==> src/rtl/odt_pkg.sv <==
package odt_pkg;
  localparam int ADDR_W    = 32;
  localparam int OBJ_IDX_W = 26;
  localparam int PERM_RD   = 26;
  localparam int PERM_WR   = 27;
  localparam int PAGE_W    = 12;
  localparam int LEAF_W    = 10;
  localparam int PTE_SH    = 2;
  localparam int TOP_W     = ADDR_W - PAGE_W - LEAF_W;

  typedef enum logic [1:0] {
    OK_NONE   = 2'd0,
    OK_DIRECT = 2'd1,
    OK_PAGED1 = 2'd2,
    OK_PAGED2 = 2'd3
  } obj_kind_e;

  typedef enum logic [2:0] {
    FC_OK     = 3'd0,
    FC_OBJECT = 3'd1,
    FC_PERM   = 3'd2,
    FC_BOUNDS = 3'd3,
    FC_PAGE   = 3'd4
  } fault_e;

  typedef struct packed {
    obj_kind_e          kind;
    logic [ADDR_W-1:0]  len;
    logic [ADDR_W-1:0]  base;
  } desc_t;
endpackage

==> src/rtl/odt_offset.sv <==
module odt_offset
  import odt_pkg::*;
#(
  parameter bit HAS_INDEX = 1'b1
) (
  input  logic [ADDR_W-1:0] base_i,
  input  logic [ADDR_W-1:0] disp_i,
  input  logic [ADDR_W-1:0] idx_i,
  input  logic              idx_en_i,
  output logic [ADDR_W-1:0] off_o
);
  logic [ADDR_W-1:0] idx_term;

  generate
    if (HAS_INDEX) begin : g_idx
      assign idx_term = idx_en_i ? idx_i : '0;
    end else begin : g_noidx
      logic unused_idx;
      assign unused_idx = ^{idx_i, idx_en_i};
      assign idx_term   = '0;
    end
  endgenerate

  assign off_o = base_i + disp_i + idx_term;
endmodule

==> src/rtl/odt_desc_tbl.sv <==
module odt_desc_tbl
  import odt_pkg::*;
#(
  parameter int DEPTH = 16,
  localparam int SEL_W = $clog2(DEPTH)
) (
  input  logic                 clk_i,
  input  logic                 rst_ni,
  input  logic                 we_i,
  input  logic [SEL_W-1:0]     wsel_i,
  input  desc_t                wdata_i,
  input  logic [OBJ_IDX_W-1:0] ridx_i,
  output desc_t                rdata_o
);
  desc_t ent [DEPTH];

  generate
    for (genvar g = 0; g < DEPTH; g++) begin : g_ent
      always_ff @(posedge clk_i or negedge rst_ni) begin
        if (!rst_ni)                                 ent[g] <= '0;
        else if (we_i && wsel_i == SEL_W'(g))        ent[g] <= wdata_i;
      end
    end
  endgenerate

  logic in_range;
  assign in_range = (ridx_i < OBJ_IDX_W'(DEPTH));

  always_comb begin
    rdata_o = '0;
    if (in_range) rdata_o = ent[ridx_i[SEL_W-1:0]];
  end
endmodule

==> src/rtl/odt_walk.sv <==
module odt_walk
  import odt_pkg::*;
(
  input  logic              clk_i,
  input  logic              rst_ni,
  input  logic              start_i,
  input  desc_t             desc_i,
  input  logic [ADDR_W-1:0] off_i,
  input  logic              store_i,
  input  logic              rd_ok_i,
  input  logic              wr_ok_i,
  output logic              ready_o,
  output logic              mem_req_o,
  output logic [ADDR_W-1:0] mem_addr_o,
  input  logic [ADDR_W-1:0] mem_rdata_i,
  input  logic              mem_rvalid_i,
  output logic              rsp_valid_o,
  output fault_e            rsp_code_o,
  output logic [ADDR_W-1:0] rsp_paddr_o
);
  typedef enum logic [2:0] {S_IDLE, S_CHECK, S_TOP, S_LEAF, S_RESP} state_e;

  state_e            state_q;
  desc_t             desc_q;
  logic [ADDR_W-1:0] off_q, pt_addr_q, paddr_q;
  logic              st_q, rd_q, wr_q;
  fault_e            code_q, chk_code;

  logic [ADDR_W-PAGE_W-1:0] pn;
  logic [TOP_W-1:0]         top_ix;
  logic [LEAF_W-1:0]        mid_ix;
  logic [ADDR_W-1:0]        frame;

  assign pn     = off_q[ADDR_W-1:PAGE_W];
  assign top_ix = off_q[ADDR_W-1:PAGE_W+LEAF_W];
  assign mid_ix = off_q[PAGE_W+LEAF_W-1:PAGE_W];
  assign frame  = {mem_rdata_i[ADDR_W-1:PAGE_W], {PAGE_W{1'b0}}};

  // priority: object, permission, bounds
  always_comb begin
    if (desc_q.kind == OK_NONE)        chk_code = FC_OBJECT;
    else if (st_q ? !wr_q : !rd_q)     chk_code = FC_PERM;
    else if (off_q >= desc_q.len)      chk_code = FC_BOUNDS;
    else                               chk_code = FC_OK;
  end

  always_ff @(posedge clk_i or negedge rst_ni) begin
    if (!rst_ni) begin
      state_q   <= S_IDLE;
      desc_q    <= '0;
      off_q     <= '0;
      st_q      <= 1'b0;
      rd_q      <= 1'b0;
      wr_q      <= 1'b0;
      pt_addr_q <= '0;
      paddr_q   <= '0;
      code_q    <= FC_OK;
    end else begin
      case (state_q)
        S_IDLE: if (start_i) begin
          desc_q  <= desc_i;
          off_q   <= off_i;
          st_q    <= store_i;
          rd_q    <= rd_ok_i;
          wr_q    <= wr_ok_i;
          code_q  <= FC_OK;
          paddr_q <= '0;
          state_q <= S_CHECK;
        end
        S_CHECK: begin
          if (chk_code != FC_OK) begin
            code_q  <= chk_code;
            state_q <= S_RESP;
          end else begin
            case (desc_q.kind)
              OK_PAGED1: begin
                pt_addr_q <= desc_q.base + (ADDR_W'(pn) << PTE_SH);
                state_q   <= S_LEAF;
              end
              OK_PAGED2: begin
                pt_addr_q <= desc_q.base + (ADDR_W'(top_ix) << PTE_SH);
                state_q   <= S_TOP;
              end
              default: begin
                paddr_q <= desc_q.base + off_q;
                state_q <= S_RESP;
              end
            endcase
          end
        end
        S_TOP: if (mem_rvalid_i) begin
          if (!mem_rdata_i[0]) begin
            code_q  <= FC_PAGE;
            state_q <= S_RESP;
          end else begin
            pt_addr_q <= frame + (ADDR_W'(mid_ix) << PTE_SH);
            state_q   <= S_LEAF;
          end
        end
        S_LEAF: if (mem_rvalid_i) begin
          if (!mem_rdata_i[0]) code_q <= FC_PAGE;
          else paddr_q <= {mem_rdata_i[ADDR_W-1:PAGE_W], off_q[PAGE_W-1:0]};
          state_q <= S_RESP;
        end
        default: state_q <= S_IDLE;
      endcase
    end
  end

  assign ready_o     = (state_q == S_IDLE);
  assign mem_req_o   = (state_q == S_TOP) || (state_q == S_LEAF);
  assign mem_addr_o  = pt_addr_q;
  assign rsp_valid_o = (state_q == S_RESP);
  assign rsp_code_o  = code_q;
  assign rsp_paddr_o = paddr_q;

  a_r4_no_read_past_len: assert property (@(posedge clk_i) disable iff (!rst_ni)
    mem_req_o |-> (off_q < desc_q.len));
  a_r2_read_only_paged: assert property (@(posedge clk_i) disable iff (!rst_ni)
    mem_req_o |-> (desc_q.kind == OK_PAGED1 || desc_q.kind == OK_PAGED2));
  a_r8_hold_req: assert property (@(posedge clk_i) disable iff (!rst_ni)
    (mem_req_o && !mem_rvalid_i) |=> (mem_req_o && $stable(mem_addr_o)));
  a_r10_single_pulse: assert property (@(posedge clk_i) disable iff (!rst_ni)
    rsp_valid_o |=> (!rsp_valid_o && ready_o));
  a_r10_no_ready_busy: assert property (@(posedge clk_i) disable iff (!rst_ni)
    (mem_req_o || rsp_valid_o) |-> !ready_o);
  a_r12_fault_zero: assert property (@(posedge clk_i) disable iff (!rst_ni)
    (rsp_valid_o && rsp_code_o != FC_OK) |-> (rsp_paddr_o == '0));
  a_r3_rights_on_ok: assert property (@(posedge clk_i) disable iff (!rst_ni)
    (rsp_valid_o && rsp_code_o == FC_OK) |-> (st_q ? wr_q : rd_q));
  a_r7_page_needs_table: assert property (@(posedge clk_i) disable iff (!rst_ni)
    (rsp_valid_o && rsp_code_o == FC_PAGE) |-> (desc_q.kind != OK_DIRECT));
endmodule

==> src/rtl/odt_xlate.sv <==
module odt_xlate
  import odt_pkg::*;
#(
  parameter int DESC_DEPTH = 16,
  localparam int SEL_W = $clog2(DESC_DEPTH)
) (
  input  logic              clk_i,
  input  logic              rst_ni,
  input  logic              req_valid_i,
  output logic              req_ready_o,
  input  logic [31:0]       req_ad_i,
  input  logic [31:0]       req_base_i,
  input  logic [31:0]       req_disp_i,
  input  logic [31:0]       req_idx_i,
  input  logic              req_idx_en_i,
  input  logic              req_store_i,
  input  logic              desc_we_i,
  input  logic [SEL_W-1:0]  desc_sel_i,
  input  logic [1:0]        desc_kind_i,
  input  logic [31:0]       desc_len_i,
  input  logic [31:0]       desc_base_i,
  output logic              mem_req_o,
  output logic [31:0]       mem_addr_o,
  input  logic [31:0]       mem_rdata_i,
  input  logic              mem_rvalid_i,
  output logic              rsp_valid_o,
  output logic              rsp_fault_o,
  output logic [2:0]        rsp_code_o,
  output logic [31:0]       rsp_paddr_o
);
  desc_t             wdesc, rdesc;
  logic [ADDR_W-1:0] off;
  logic              start;
  fault_e            code;
  logic [ADDR_W-1:0] unused_ad_hi;

  assign wdesc = '{kind: obj_kind_e'(desc_kind_i), len: desc_len_i, base: desc_base_i};
  assign start = req_valid_i && req_ready_o;
  assign unused_ad_hi = ADDR_W'(req_ad_i[31:28]);

  odt_offset #(.HAS_INDEX(1'b1)) u_off (
    .base_i  (req_base_i),
    .disp_i  (req_disp_i),
    .idx_i   (req_idx_i),
    .idx_en_i(req_idx_en_i),
    .off_o   (off)
  );

  odt_desc_tbl #(.DEPTH(DESC_DEPTH)) u_tbl (
    .clk_i  (clk_i),
    .rst_ni (rst_ni),
    .we_i   (desc_we_i),
    .wsel_i (desc_sel_i),
    .wdata_i(wdesc),
    .ridx_i (req_ad_i[OBJ_IDX_W-1:0]),
    .rdata_o(rdesc)
  );

  odt_walk u_walk (
    .clk_i       (clk_i),
    .rst_ni      (rst_ni),
    .start_i     (start),
    .desc_i      (rdesc),
    .off_i       (off),
    .store_i     (req_store_i),
    .rd_ok_i     (req_ad_i[PERM_RD]),
    .wr_ok_i     (req_ad_i[PERM_WR]),
    .ready_o     (req_ready_o),
    .mem_req_o   (mem_req_o),
    .mem_addr_o  (mem_addr_o),
    .mem_rdata_i (mem_rdata_i),
    .mem_rvalid_i(mem_rvalid_i),
    .rsp_valid_o (rsp_valid_o),
    .rsp_code_o  (code),
    .rsp_paddr_o (rsp_paddr_o)
  );

  assign rsp_code_o  = code;
  assign rsp_fault_o = (code != FC_OK);

  a_r12_fault_flag: assert property (@(posedge clk_i) disable iff (!rst_ni)
    rsp_valid_o |-> (rsp_fault_o == (rsp_code_o != 3'd0)));
endmodule

==> config.mk <==
export PLATFORM = sky130hd
export DESIGN_NAME = odt_xlate
export DESIGN_NICKNAME = d
export VERILOG_FILES = /design/src/rtl/odt_pkg.sv /design/src/rtl/odt_offset.sv /design/src/rtl/odt_desc_tbl.sv /design/src/rtl/odt_walk.sv /design/src/rtl/odt_xlate.sv
export SDC_FILE = /design/constraint.sdc
export NUM_CORES = 2
export LEC_CHECK = 0
export ABC_AREA = 1
export ABC_CLOCK_PERIOD_IN_PS = 2300
export CAP_MARGIN = 5
export CELL_PAD_IN_SITES_DETAIL_PLACEMENT = 0
export CELL_PAD_IN_SITES_GLOBAL_PLACEMENT = 2
export CORE_ASPECT_RATIO = 1.25
export CORE_UTILIZATION = 35
export CTS_CLUSTER_DIAMETER = 80
export DETAILED_ROUTE_END_ITERATION = 7
export DONT_BUFFER_PORTS = 1
export PLACE_DENSITY = 0.87
export RECOVER_POWER = 100
export SYNTH_ARGS = -nofsm -noshare
export SYNTH_HDL_FRONTEND = slang
export SYNTH_HIERARCHICAL = 1
export SYNTH_SLANG_ARGS = --single-unit
==> constraint.sdc <==
create_clock -name clk_i -period 2.3 [get_ports clk_i]
set_clock_uncertainty 0.05 [all_clocks]
set_input_delay 0.46 -clock clk_i [delete_from_list [all_inputs] [get_ports clk_i]]
set_output_delay 0.46 -clock clk_i [all_outputs]
set_load 0.005 [all_outputs]
# --- After elaboration in Yosys (flattened, before gate mapping) ---
# Cells that the tools add are included.
classes:
  n_mux: 32
  n_mul: 0
  div: 0
  magnitude_cmp: 3
  n_eq_ne: 32
  bitwise: 1
  n_addsub: 6
  shifts: 0
  n_reduce_logical: 35
op_table:
  columns: ["operator", "n"]
  rows:
  - ["two-way mux 32 bit", 9]
  - ["binary-select mux 66 bit (select 4 bit)", 1]
  - ["two-way mux 66 bit", 3]
  - ["one-hot mux 32 bit (2 select lines)", 2]
  - ["adder 32 bit", 3]
  - ["one-hot mux 32 bit (3 select lines)", 1]
  - ["adder 32 x 12 -> 32 bit", 2]
  - ["adder 32 x 22 -> 32 bit", 1]
  - ["== test 4 bit (second input constant)", 8]
  - ["greater-or-equal comparator 32 bit", 1]
  - ["two-way mux 3 bit", 9]
  - ["< comparator 26 x 5 -> 1 bit (second input constant)", 1]
  - ["logical AND 1 bit", 17]
  - ["== test 4 x 3 -> 1 bit (second input constant)", 4]
  - ["!= test 2 bit (second input constant)", 7]
  - ["one-hot mux 3 bit (4 select lines)", 1]
  - ["nonzero test 3 bit", 4]
  - ["AND reduction 5 bit", 2]
  - ["one-hot mux 3 bit (3 select lines)", 1]
  - ["== test 4 x 2 -> 1 bit (second input constant)", 2]
  - ["== test 3 x 2 -> 1 bit (second input constant)", 2]
  - ["two-way mux 2 bit", 3]
  - ["!= test 2 x 1 -> 1 bit (second input constant)", 3]
  - ["one-hot mux 3 bit (2 select lines)", 1]
  - ["18 further kinds", 21]
word_totals:
  reg_bits: 1227
  latchBits: 0
  mem_bits_ro: 0
  memories: 0
  output_inout_bits: 71
  ram_bits: 0
  inputBits: 237
  wordCells: 168

# --- Depth between registers and ports, before layout ---
logic_depth:
  word_depth: 7
  ltp_mapped: 18
  mapped_depth_nobuf: 18

# --- By module ---
# Netlist, hierarchy kept.
by_module_without_submodules:
  columns: ["mod", "n_inst", "cells_per_inst", "area_per_inst_um2", "seq_area_each_um2"]
  rows:
  - ["odt_desc_tbl", 1, 6009, 48167.4, 26425.3]
  - ["odt_walk", 1, 1640, 11653.7, 4279.1]
  - ["odt_offset", 1, 568, 3181.8, 0.0]
  - ["odt_xlate", 1, 5, 18.8, 0.0]

# --- Least setup slack after synthesis ---
# Ideal clock, no wire load.
synth_path:
  path_type: "in2reg"
  startpoint: "input port req_idx_en_i"
  endpoint: "register u_walk.off_q[29]"
  required_ns: 2.126
  slack_ns: -0.675
  path_buffers: 1
  arrival_time_ns: 2.801
  stages: 18
  setup_ns: 0.124
  cell_sequence: "clkbuf_1 -> nand2_1 -> fa_1 -> inv_1 -> ha_1 -> fa_1 -> nand3_1 -> nand3_2 -> nand2_1 -> nand2_2 -> nand2_2 -> nand2_2 -> nand2_1 -> nand2_1 -> nand2_1 -> nand2_1 -> nor2_1 -> a21oi_1"
synth_between:
  elab_chain_cells: 2
synth_rtl:
  columns: ["item", "line", "text"]
  rows:
  - ["from (decl)", "odt_xlate.sv:15", "input logic req_idx_en_i,"]
  - ["two-way mux 32 bit", "odt_offset.sv:16", "assign idx_term = idx_en_i ? idx_i : '0;"]
  - ["adder 32 bit", "odt_offset.sv:24", "assign off_o = base_i + disp_i + idx_term;"]
  - ["via off[29]", "odt_xlate.sv:32", "logic [ADDR_W-1:0] off;"]
  - ["to (signal assigned)", "odt_walk.sv:62", "off_q <= off_i;"]
  - ["to (decl)", "odt_walk.sv:25", "logic [ADDR_W-1:0] off_q, pt_addr_q, paddr_q;"]
# The timed path passes the listed nets, and every way through them passes these cells.
# A chain may end at the register's enable or synchronous reset.

==> results.ini <==
[drt]
routed_wl_microns = 220000
ant_nets = 0
routed_via_density = 5.12
vias = 56200
wl_per_cell_microns = 20.1
dr.first_iter.drc_count = 4711
drc = 0
drtPass1Iterations = 6

[yosys]
yosysWarningCount = 6
yosysTopAreaCell = dfrtp_1
avgSynthCellArea_sq_um = 7.67
syn_nets = 8606
synth_seq_cells = 1227
synth_edf_count = 0
synth.most_common_cell = nand2_1
synth_area_leaders = dfrtp_1, nand2_1, o21ai_0, nand3_1, a21oi_1
synth_commonest_cells = nand2_1, dfrtp_1, o21ai_0
synth.top_cell.area_share_pct = 48.7
netlist-cell-type-count = 44
seq_area_frac_synth_pct = 48.7
synthArstFlopShare_pct = 100
synth_cells = 8222
synth_area_sq_um = 63000
synth_ff_type = dfrtp_1

[outcome]
status = finished, violations left
violations = negative hold slack, max-capacitance violations, max-slew violations, negative setup slack

[placement]
place_congestion = 0.961
hpwl_microns = 139000
dp_slack_ns = -1.28
portBuffers = 0
place_area_sq_um = 69100

[critical_path]
required_ns = 2.88
endpoint_kind = flip-flop
cp_max_fo = 644
crit_type = input port to flip-flop
arrival_ns = 3.34
startpoint_type = input port

[floorplanning]
die_x_microns = 382
ioPinCount = 308
coreArea_sq_um = 178000
rows = 173
die_h_microns = 476
initial_utilization_pct = 35.3
die-area_sq_um = 182000

[power_and_ir_drop]
p_per_area_nw_per_um2 = 1050
ir_drop_v = 0.00109
switchingPower_mw = 28.3
cellLeakagePower_nw = 36.6
internal_power_mw = 51.7
p_seq_share_pct = 37.0
p_sw_share_pct = 35.3
p_comb_share_pct = 35.4
power.total_mw = 80.0
p_clk_share_pct = 27.6

[clock_tree]
htreeDepth = 4
clock_latency_ns = 0.78
cts_buffer_depth = 3
hold_buffers = 90
numCtsBuffers = 134
numClockSinks = 1227
clock-root-buffer = clkbuf_16
clk_pin_slew_ns = 0.06
cts_tree = yes

[global_routing]
grtUsageTotal_pct = 23.8
grt_pass1_vias = 55000
grt.overflow.total = 0
grt_pass1_wl_microns = 336000
antenna_found_initial = 20
grt_max_degree = 645

[timing]
holdWs_ns = -0.441
setup_viol = 163
fin_crit_sh_pct = 120
period_minus_slack_ns = 2.76
setup_ws_ns = -0.456
slew_viol_final = 841
rsz0062_at_grt = yes
worst-slew-pin-transition_ns = 2.05
hold_viol = 90
slew_headroom_pct = -36.4
fmax_mhz = 363

[job]
maxCapViolCount = 14

[finish]
nets = 8873
design_area_sq_um = 76300
drive_gt1_share_pct = 15.0
area_growth_pct = 21.0
nFillCells = 18100

[min_path]
hp-class = input port to async pin

-- logic make-up after synthesis --
group / after synthesis / share of synthesized area, %
flip-flops: 1227 / 48.7
buffers and inverters: 1089 / 7.48
adder cells (fa/ha/maj): 147 / 3.32
multiplexers: 37 / 0.661
AO/OA/AOI/OAI: 1727 / 13.8
AND/OR/NAND/NOR: 3973 / 25.7
XOR/XNOR: 22 / 0.306
-- power by group through the flow --
stage | clock [mW] | combinational, mW | sequential (mW)
floorplan | 0 | 14.5 | 29.2
global placement | 0 | 23.3 | 29.7
detailed placement | 0 | 23.6 | 29.9
CTS | 22.6 | 27.1 | 29.5
global route | 23.4 | 31.3 | 30.2
finish | 22.1 | 28.3 | 29.6
-- final cells by class --
cell class	count	area (sq um)	area share, %
repair buffers	698	6340	8.31
clock inverters	46	480	0.630
diodes	9	22.5	0.0295
flip-flops and latches	1227	30700	40.3
well taps	2362	2960	3.88
multi-input cells	5906	29800	39.0
clock buffers	194	4000	5.24
inverters	522	1980	2.60
-- state kept, by name, indices dropped and copies added (netlist names) --
| register | flops |
|---|---|
| u_walk/rsp_paddr_o | 32 |
| u_walk/st_q | 1 |
| u_walk/off_q | 32 |
| u_walk/mem_addr_o | 32 |
| u_walk/wr_q | 1 |
| u_walk/rd_q | 1 |
| u_tbl/ent | 1056 |
| u_walk/state_q | 3 |
| u_walk/rsp_code_o | 3 |
| u_walk/desc_q | 66 |
-- critical path, stage by stage --
cell and delay [ns]:
clkinvlp_4 0.60, clkbuf_2 0.30, clkbuf_2 0.27, nand2_1 0.11
nand3_1 0.06, nand3_1 0.10, nand3_1 0.08, nand2_1 0.06
nor2_1 0.06, buf_4 0.14, nor2_1 0.51, a21oi_1 0.08
-- placed cells by master, fill, tap and decap left out, types with 31 or more instances in the layout --
master,synthesis,layout
nand2_1,2462,2343
dfrtp_1,1227,1218
o21ai_0,1023,992
nand3_1,770,693
a21oi_1,666,631
nor2_1,635,592
inv_1,514,484
buf_4,18,443
clkbuf_16,0,141
nand2_2,16,98
dlygate4sd3_1,0,89
nand3_2,6,67
ha_1,113,61
ha_4,0,51
clkbuf_2,0,46
buf_12,0,43
clkbuf_1,258,38
nand2_4,0,37
mux2_2,37,37
inv_2,7,33
fa_1,34,33
nor2_2,8,32
clkbuf_8,0,31
a21oi_2,1,31
-- path summary, 6_finish.rpt --
check | start | to | slack (ns) | cells past startpoint
max | req_ad_i[0] | u_walk/desc_q[22] | -0.46 | 12
min | rst_ni | u_walk/mem_addr_o[1] | -0.44 | 1
max reg2reg | u_walk/desc_q[65] | u_walk/mem_addr_o[9] | -0.35 | 18
min reg2reg | u_tbl/ent[840] | u_tbl/ent[840] | 0.43 | 2
max in group asynchronous | rst_ni | u_tbl/ent[518] | 0.08 | 4
min in group clk_i | desc_base_i[5] | u_tbl/ent[401] | 0.03 | 2
-- stage by stage --
stage               utilization [%]  setup TNS [ns]  cells
detailed placement             38.7         -531.95  10600
floorplan                         -           -3.41   8222
global placement               38.7         -517.44  10600
finish                         42.8          -34.26  11000
CTS                            42.8          -21.45  10900
global route                   42.8          -98.75  11000
-- repair_timing --
| action | CTS | global route |
|---|---|---|
| buffers inserted | 32 | 13 |
| endpoints found under the hold margin | 899 | 90 |
| pin swaps | 100 | 81 |
| gates cloned | 15 | 3 |
| resized for setup | 301 | 192 |
| setup endpoints to repair | 298 | 692 |
-- layer usage --
metal	vias up	GRT usage, %	wire length [microns]
met4	12	8.49	8330
li1	27200	-	-
met3	325	3.58	11900
met5	-	0	78
met1	27100	31.1	94300
met2	1551	40.0	106000
Power figures use the tool's default switching activity.
